==> src/rtl/evt_router_pkg.sv <==
package evt_router_pkg;
    localparam int DW        = 8;
    localparam int AW        = 2;
    localparam int PRIO_W    = 3;
    localparam int SEL_W     = 4;
    localparam int N_HS      = 4;
    localparam int CH_W      = 5;
    localparam logic [SEL_W-1:0] TRIG_CODE = 4'b1100;
    localparam logic [CH_W-1:0]  IDMA_CH   = 5'h1B;
    localparam int SEL_PER_WORD = DW / SEL_W;

    typedef enum logic [AW-1:0] {
        A_IRQ  = 2'd0,
        A_DMA  = 2'd1,
        A_HS01 = 2'd2,
        A_HS23 = 2'd3
    } reg_addr_e;

    typedef struct packed {
        logic                            irq_en;
        logic [PRIO_W-1:0]               prio;
        logic                            idma_rq;
        logic                            idma_en;
        logic                            done_irq_en;
        logic [N_HS-1:0][SEL_W-1:0]      hs_sel;
    } cfg_t;

    function automatic logic sel_hit(input logic [SEL_W-1:0] sel);
        return sel == TRIG_CODE;
    endfunction

    function automatic logic [AW-1:0] hs_word(input int ch);
        return AW'(int'(A_HS01) + ch / SEL_PER_WORD);
    endfunction
endpackage

==> src/rtl/evt_router_regs.sv <==
module evt_router_regs
    import evt_router_pkg::*;
(
    input  logic          clk,
    input  logic          rst,
    input  logic          we,
    input  logic [AW-1:0] addr,
    input  logic [DW-1:0] wdata,
    input  logic          evt_rise,
    input  logic          dma_done,
    output cfg_t          cfg,
    output logic          flag,
    output logic [DW-1:0] rdata
);
    logic flag_set, flag_clr, idma_mode;

    assign idma_mode = cfg.idma_rq & cfg.idma_en;
    assign flag_set  = (evt_rise & ~idma_mode) | (dma_done & cfg.done_irq_en);
    assign flag_clr  = we & (addr == A_IRQ) & wdata[0];

    always_ff @(posedge clk) begin
        if (rst)           flag <= 1'b0;
        else if (flag_set) flag <= 1'b1;
        else if (flag_clr) flag <= 1'b0;
    end

    always_ff @(posedge clk) begin
        if (rst) begin
            cfg.irq_en      <= 1'b0;
            cfg.prio        <= '0;
            cfg.idma_rq     <= 1'b0;
            cfg.idma_en     <= 1'b0;
            cfg.done_irq_en <= 1'b0;
        end else if (we && addr == A_IRQ) begin
            cfg.irq_en <= wdata[1];
            cfg.prio   <= wdata[4 +: PRIO_W];
        end else if (we && addr == A_DMA) begin
            cfg.idma_rq     <= wdata[0];
            cfg.idma_en     <= wdata[1];
            cfg.done_irq_en <= wdata[2];
        end
    end

    for (genvar i = 0; i < N_HS; i++) begin : g_sel
        localparam logic [AW-1:0] WA  = hs_word(i);
        localparam int            LSB = (i % SEL_PER_WORD) * SEL_W;
        always_ff @(posedge clk) begin
            if (rst)                   cfg.hs_sel[i] <= '0;
            else if (we && addr == WA) cfg.hs_sel[i] <= wdata[LSB +: SEL_W];
        end
    end

    always_comb begin
        rdata = '0;
        case (addr)
            A_IRQ: begin
                rdata[0]            = flag;
                rdata[1]            = cfg.irq_en;
                rdata[4 +: PRIO_W]  = cfg.prio;
            end
            A_DMA:  rdata[2:0] = {cfg.done_irq_en, cfg.idma_en, cfg.idma_rq};
            A_HS01: rdata = {cfg.hs_sel[1], cfg.hs_sel[0]};
            default: rdata = {cfg.hs_sel[3], cfg.hs_sel[2]};
        endcase
    end

    // an event outside DMA mode leaves the flag set
    a_r2_evt_sets_flag: assert property (@(posedge clk) disable iff (rst)
        (evt_rise && !idma_mode) |=> flag);
    // a lone clear empties the flag
    a_r4_clear_alone: assert property (@(posedge clk) disable iff (rst)
        (flag_clr && !flag_set) |=> !flag);
    // completion with allow bit set raises the flag
    a_r8_done_sets: assert property (@(posedge clk) disable iff (rst)
        (dma_done && cfg.done_irq_en) |=> flag);
endmodule

==> src/rtl/evt_router_hs_bank.sv <==
module evt_router_hs_bank
    import evt_router_pkg::*;
(
    input  logic                       clk,
    input  logic                       rst,
    input  logic                       evt_rise,
    input  logic [N_HS-1:0][SEL_W-1:0] sel,
    output logic [N_HS-1:0]            trig
);
    for (genvar i = 0; i < N_HS; i++) begin : g_ch
        always_ff @(posedge clk) begin
            if (rst) trig[i] <= 1'b0;
            else     trig[i] <= evt_rise & sel_hit(sel[i]);
        end

        // never two pulses back to back
        a_r10_hs_single: assert property (@(posedge clk) disable iff (rst)
            trig[i] |=> !trig[i]);
        // a pulse always follows an event edge
        a_r9_hs_after_evt: assert property (@(posedge clk) disable iff (rst)
            trig[i] |-> $past(evt_rise));
    end
endmodule

==> src/rtl/evt_router_accept.sv <==
module evt_router_accept
    import evt_router_pkg::*;
(
    input  logic              irq_req,
    input  logic [PRIO_W-1:0] prio,
    input  logic              cpu_ie,
    input  logic [PRIO_W-1:0] cpu_il,
    input  logic              hi_pend,
    output logic              accept
);
    always_comb accept = irq_req & cpu_ie & ~hi_pend & (cpu_il < prio);
endmodule

==> src/rtl/evt_router.sv <==
module evt_router
    import evt_router_pkg::*;
(
    input  logic              clk,
    input  logic              rst,
    input  logic              evt_done,
    input  logic              dma_done,
    input  logic              bus_we,
    input  logic [AW-1:0]     bus_addr,
    input  logic [DW-1:0]     bus_wdata,
    output logic [DW-1:0]     bus_rdata,
    input  logic              cpu_ie,
    input  logic [PRIO_W-1:0] cpu_il,
    input  logic              hi_pend,
    output logic              irq_req,
    output logic [PRIO_W-1:0] irq_level,
    output logic              cpu_accept,
    output logic              idma_req,
    output logic [CH_W-1:0]   idma_chan,
    output logic [N_HS-1:0]   hs_trig
);
    cfg_t cfg;
    logic flag, evt_q, evt_rise;

    always_ff @(posedge clk) begin
        if (rst) evt_q <= 1'b0;
        else     evt_q <= evt_done;
    end
    assign evt_rise = evt_done & ~evt_q;

    evt_router_regs u_regs (
        .clk(clk), .rst(rst), .we(bus_we), .addr(bus_addr), .wdata(bus_wdata),
        .evt_rise(evt_rise), .dma_done(dma_done),
        .cfg(cfg), .flag(flag), .rdata(bus_rdata)
    );

    evt_router_hs_bank u_hs (
        .clk(clk), .rst(rst), .evt_rise(evt_rise), .sel(cfg.hs_sel), .trig(hs_trig)
    );

    always_ff @(posedge clk) begin
        if (rst) idma_req <= 1'b0;
        else     idma_req <= evt_rise & cfg.idma_rq & cfg.idma_en;
    end

    assign idma_chan = IDMA_CH;
    assign irq_req   = flag & cfg.irq_en;
    assign irq_level = cfg.prio;

    evt_router_accept u_acc (
        .irq_req(irq_req), .prio(cfg.prio), .cpu_ie(cpu_ie), .cpu_il(cpu_il),
        .hi_pend(hi_pend), .accept(cpu_accept)
    );

    // the CPU level must sit strictly below the request level
    a_r6_level_below: assert property (@(posedge clk) disable iff (rst)
        cpu_accept |-> (cpu_il < irq_level) && cpu_ie && !hi_pend);
    // DMA request lasts one cycle
    a_r7_idma_one_cycle: assert property (@(posedge clk) disable iff (rst)
        idma_req |=> !idma_req);
    // a DMA-routed event does not raise the flag by itself
    a_r7_idma_no_flag: assert property (@(posedge clk) disable iff (rst)
        (idma_req && !$past(flag) && !$past(dma_done) && !$past(rst)) |-> !flag);
endmodule

==> config.mk <==
export PLATFORM = sky130hd
export DESIGN_NAME = evt_router
export DESIGN_NICKNAME = d
export VERILOG_FILES = /design/src/rtl/evt_router_pkg.sv /design/src/rtl/evt_router_regs.sv /design/src/rtl/evt_router_hs_bank.sv /design/src/rtl/evt_router_accept.sv /design/src/rtl/evt_router.sv
export SDC_FILE = /design/constraint.sdc
export NUM_CORES = 1
export LEC_CHECK = 0
export CAP_MARGIN = 10
export CORE_MARGIN = 5
export CORE_UTILIZATION = 41
export DETAILED_ROUTE_END_ITERATION = 12
export PLACE_DENSITY = 0.74
export SYNTH_ARGS = -nofsm -noshare
export SYNTH_HDL_FRONTEND = slang
export SYNTH_SLANG_ARGS = --single-unit
==> constraint.sdc <==
create_clock -name clk -period 0.9 [get_ports clk]
set_clock_uncertainty 0.05 [all_clocks]
set_input_delay 0.09 -clock clk [delete_from_list [all_inputs] [get_ports clk]]
set_output_delay 0.09 -clock clk [all_outputs]
set_load 0.01 [all_outputs]
Word level (Yosys, flattened, before mapping)

Cells that the tools add are included.

Bits in writable memories: 0
Register bits: 30
Latch bits: 0
Memories kept: 0
Word-level logic and storage cells: 60
Bits in read-only memories: 0

Div/mod/pow operators: 0
Equality and inequality tests: 7
Magnitude comparators: 1
Shifts and indexed selects: 0
Reductions and logical operators: 8
Multiply operators: 0
Multiplexer cells: 7
Bitwise operators: 21
Add/sub/neg operators: 0

Operators with widths:

| cell                                                             | count |
|---|---|
| 1-bit bitwise AND                                                | 16 |
| 4-bit == test (second input constant)                            | 4 |
| 3-bit one-hot mux with 3 select lines                            | 1 |
| 2-bit one-hot mux with 3 select lines                            | 1 |
| 2-bit == test (second input constant)                            | 2 |
| 1-bit logical AND                                                | 4 |
| 1-bit NOT                                                        | 4 |
| 1-bit one-hot mux with 2 select lines                            | 2 |
| 3-bit < comparator                                               | 1 |
| 1-bit one-hot mux with 3 select lines                            | 1 |
| 2-bit by 1-bit == test with 1-bit output (second input constant) | 1 |
| 2-bit zero test                                                  | 1 |
| 1-bit 2-to-1 mux                                                 | 2 |
| 2-bit AND reduction                                              | 1 |
| 2-bit nonzero test                                               | 1 |
| 2-bit OR reduction                                               | 1 |
| 1-bit OR                                                         | 1 |

Depth between registers and ports, before layout

Word-level depth: 5
Depth in mapped cells: 5
Gate-level depth less buffers: 5

Modules after synthesis

Synthesis repeated with hierarchy kept, for this count alone.

Cell total of the unflattened synthesis: 153
Area total of the unflattened synthesis: 1600.3 um2

By module, submodules not included:

| module             | cells an instance | instances | area an instance (um2) |
|---|---|---|---|
| evt_router_regs    | 119               | 1         | 1246.2 |
| evt_router_hs_bank | 13                | 1         | 167.7 |
| evt_router         | 13                | 1         | 121.4 |
| evt_router_accept  | 8                 | 1         | 65.1 |

Least setup slack after synthesis

OpenSTA, ideal clock, no wires.

Path kind: reg-to-output
Start point: register u_regs.cfg[20] (netlist name)
End point: output port cpu_accept
Cell stages (with the launch flop): 5
Path slack: -0.253 ns
Buffers on the path: 0
Arrival time: 1.013 ns
Path through: dfxtp_1 inv_1 ha_1 a21o_1 a21oi_1

Cells in the longest elaborated chain, start to end: 2

RTL lines:

| item               | line                    | text |
|---|---|---|
| 3-bit < comparator | evt_router_accept.sv:11 | `always_comb accept = irq_req & cpu_ie & ~hi_pend & (cpu_il < prio);` |
| 1-bit bitwise AND  | evt_router_accept.sv:11 |  |
| to (decl)          | evt_router.sv:17        | `output logic cpu_accept,` |

No other way between the ends.

Final worst setup path

Start point: register u_regs.cfg[20] (netlist name)
End point: output port cpu_accept

Cells in the longest elaborated chain, start to end: 2

RTL lines:

| item               | line |
|---|---|
| 3-bit < comparator | evt_router_accept.sv:11 |
| 1-bit bitwise AND  | evt_router_accept.sv:11 |

No other way between the ends.

==> results.toml <==
[run_status]
status = "finished with violations"
violations = "negative setup slack"

[detailed_routing]
drt-initial-drc-count = 58
first_pass_iters = 4
vias = 1315
ant_nets = 0
via_per_inst = 5.00
route.detailed.drc = 0
wl_per_cell_um = 16.4
wl_um = 4320

[placed_design]
io_buffers = 37
gp_congestion = 0.787
dp.final_hpwl_um = 2940

[layout]
diodes = 0
design.final.nets = 238
areaGrowthSynthToFinish_pct = 60.3
drive_gt1_frac = 0.512

[yosys]
yosysWarnings = 0
postSynthCellCount = 143
ys_ff_latch = 30
ys_seq_area_frac = 0.428
synth.distinct_cells = 27
synth.avg_cell_area_um2 = 9.81
mappedNetlistArea_um2 = 1400

[floorplan]
die_h_um = 68.5
die_x_um = 68.5
core_um2 = 3340
ios = 43
die_area_um2 = 4690
rows = 21
initial_core_util = 0.420

[timing]
fin_tns_setup_ps = -4860
setup_viol = 24
fin_hold_ws_ps = 340
finalCritPeriodShare = 1.63
fmax_ghz = 0.684
hold_violations = 0
drv_slew = 0
finalCriticalPeriod_ps = 1460
final.setup.worst_slack_ps = -563
rsz0062_at_grt = "yes"

[power_and_ir_drop]
p_leak_uw = 0.00109
ir_worst_vdd_mv = 0.635
power_uw = 2770
power_density_nw_per_um2 = 1230

[global_routing]
grt_pass1_wl_um = 6150
grt_pass1_vias = 1386
track_usage = 0.178
grt.overflow.total = 0
antenna_found_initial = 0
grt_start_max_net_pins = 26

[worst_setup_path]
critical_path.top_delay_family = "flip-flops"
slowest_stage = "dfxtp_2"
reg2reg_from = "evt_q"
critical_path_buf_inv_count = 2
r2r_setup_slack_ps = -150
start_kind = "register"
crit_chain = "inv_2, ha_4, a21o_1, a21oi_2, buf_2"
crit_fanout = 2
path_class = "reg -> out"
slowest_delay_ps = 340
endpoint_kind = "output pin"
timing.rr.end = "u_hs.trig[3]"
worstRegToRegCells = 4
worstPathArrival_ps = 1320
crit_required_ps = 760

[cts]
cts_num_sinks = 30
max-clock-path-buffers = 2
cts_tree = "yes"
ctsHoldBuffers = 0
cts_root_buf = "clkbuf_4"
clkTransAtPathRegs_ps = 100
clkLatencyLatePin_ps = 320
htree_levels = 2
cts_buffers = 5

[min_path]
hp-start = "bus_addr[1]"
hold_path.class = "in -> reg"
min_path_cells = 5
min_to = "u_regs.cfg[12]"

[flow_run]
maxCapViolations = 0
stage by stage:
| stage | util | cell area, um^2 | worst slack (ps) | cells |
|---|---|---|---|---|
| 6_report | 0.674 | 2250 | -563 | 263 |
| 5_1_grt | 0.674 | 2250 | -648 | 263 |
| 4_1_cts | 0.640 | 2140 | -618 | 261 |
| 3_5_place_dp | 0.597 | 1990 | -990 | 248 |
| 3_3_place_gp | 0.597 | 1990 | -940 | 248 |
| 2_1_floorplan | - | 1440 | -172 | 146 |
worst register-to-register path, stage by stage, from the launching register on:
cell and delay (ps):
dfxtp_2 320, inv_2 40, nand3b_1 170, buf_6 190
nor4_4 190
flip-flops by register name (all words and copies together), names as in the netlist:
| signal | cells |
|---|---|
| u_hs.trig | 4 |
| idma_req | 1 |
| u_regs.flag | 1 |
| evt_q | 1 |
| u_regs.cfg | 23 |
synthesized netlist by cell type:
cell type	number	share of area
mux4_2	1	0.016
mux4_1	1	0.019
inv_1	4	0.011
buf_6	2	0.016
nand3_1	2	0.0071
buf_4	9	0.048
nor4_1	3	0.013
ha_1	2	0.018
a21bo_2	1	0.0071
nand3_4	1	0.012
dfxtp_1	30	0.43
a21oi_1	2	0.0071
nor3b_4	1	0.013
a21o_1	1	0.0054
and2_1	1	0.0045
nand4bb_1	1	0.0080
nor2_1	29	0.078
clkbuf_1	3	0.0080
o21ai_0	4	0.014
nand3b_1	3	0.016
nor2b_1	1	0.0045
a32oi_1	1	0.0062
nand2b_1	1	0.0045
nand2_1	7	0.019
mux2i_1	29	0.21
conb_1	2	0.0054
clkbuf_2	1	0.0036
layout by cell type, fill, tap and decap left out, types with 2 or more instances in the layout:
| master | synthesis | layout |
|---|---|---|
| buf_6 | 2 | 22 |
| nand3_1 | 2 | 2 |
| o21ai_1 | 0 | 2 |
| clkbuf_4 | 0 | 5 |
| inv_2 | 0 | 4 |
| nor4_4 | 0 | 2 |
| nand3b_1 | 3 | 3 |
| mux4_2 | 1 | 2 |
| nand2_4 | 0 | 2 |
| clkdlybuf4s50_1 | 0 | 16 |
| nor2_1 | 29 | 27 |
| dfxtp_2 | 0 | 17 |
| buf_4 | 9 | 25 |
| mux2i_1 | 29 | 28 |
| conb_1 | 2 | 5 |
| nand2_1 | 7 | 4 |
| buf_2 | 0 | 12 |
| dfxtp_1 | 30 | 13 |
| o21ai_2 | 0 | 2 |
per-layer routing:
| metal | vias to the layer above | routed length (um) | GRT usage |
|---|---|---|---|
| li1 | 616 | - | - |
| met1 | 628 | 1630 | 0.187 |
| met2 | 58 | 2220 | 0.323 |
| met3 | 13 | 280 | 0.0405 |
| met4 | 0 | 185 | 0.102 |
| met5 | - | 0 | 0 |
cells by family (layout without fill, tap and decap cells):
| group | Yosys count | count (layout) | share of synthesized area |
|---|---|---|---|
| mux | 31 | 31 | 0.242 |
| buf+inv | 19 | 90 | 0.0865 |
| fa+ha+maj | 2 | 2 | 0.0178 |
| simple gates | 50 | 50 | 0.180 |
| compound gates | 9 | 9 | 0.0401 |
| flops | 30 | 30 | 0.428 |
| other cells | 2 | 5 | 0.00535 |
cell type report:
type,count,area [um^2]
Timing Repair Buffer,78,686
Inverter,4,15.0
Clock inverter,1,5.00
Tap cell,46,57.6
Clock buffer,7,55.1
Fill cell,266,1090
Sequential cell,30,622
Multi-Input combinational cell,97,808
power breakdown:
part | leakage (uW) | internal, uW | switching (uW)
Clock | 0.0000353 | 378 | 453
Combinational | 0.000801 | 300 | 243
Sequential | 0.000251 | 1370 | 25.8
repair_timing:
item,4_1_cts,5_1_grt
pin swaps,11,12
setup endpoints to repair,47,38
gates resized for setup,124,28
setup buffers,5,4
how the worst max path moves through the flow:
stage	from	cells past startpoint	endpoint	slack, ps
2_1_floorplan	u_regs.cfg[20]	4	cpu_accept	-170
3_3_place_gp	bus_addr[0]	6	bus_rdata[6]	-940
3_5_place_dp	bus_addr[0]	5	bus_rdata[5]	-990
4_1_cts	u_regs.cfg[20]	5	cpu_accept	-620
5_1_grt	u_regs.cfg[21]	6	cpu_accept	-650
6_report	u_regs.cfg[20]	5	cpu_accept	-560
Power figures use the tool's default switching activity.
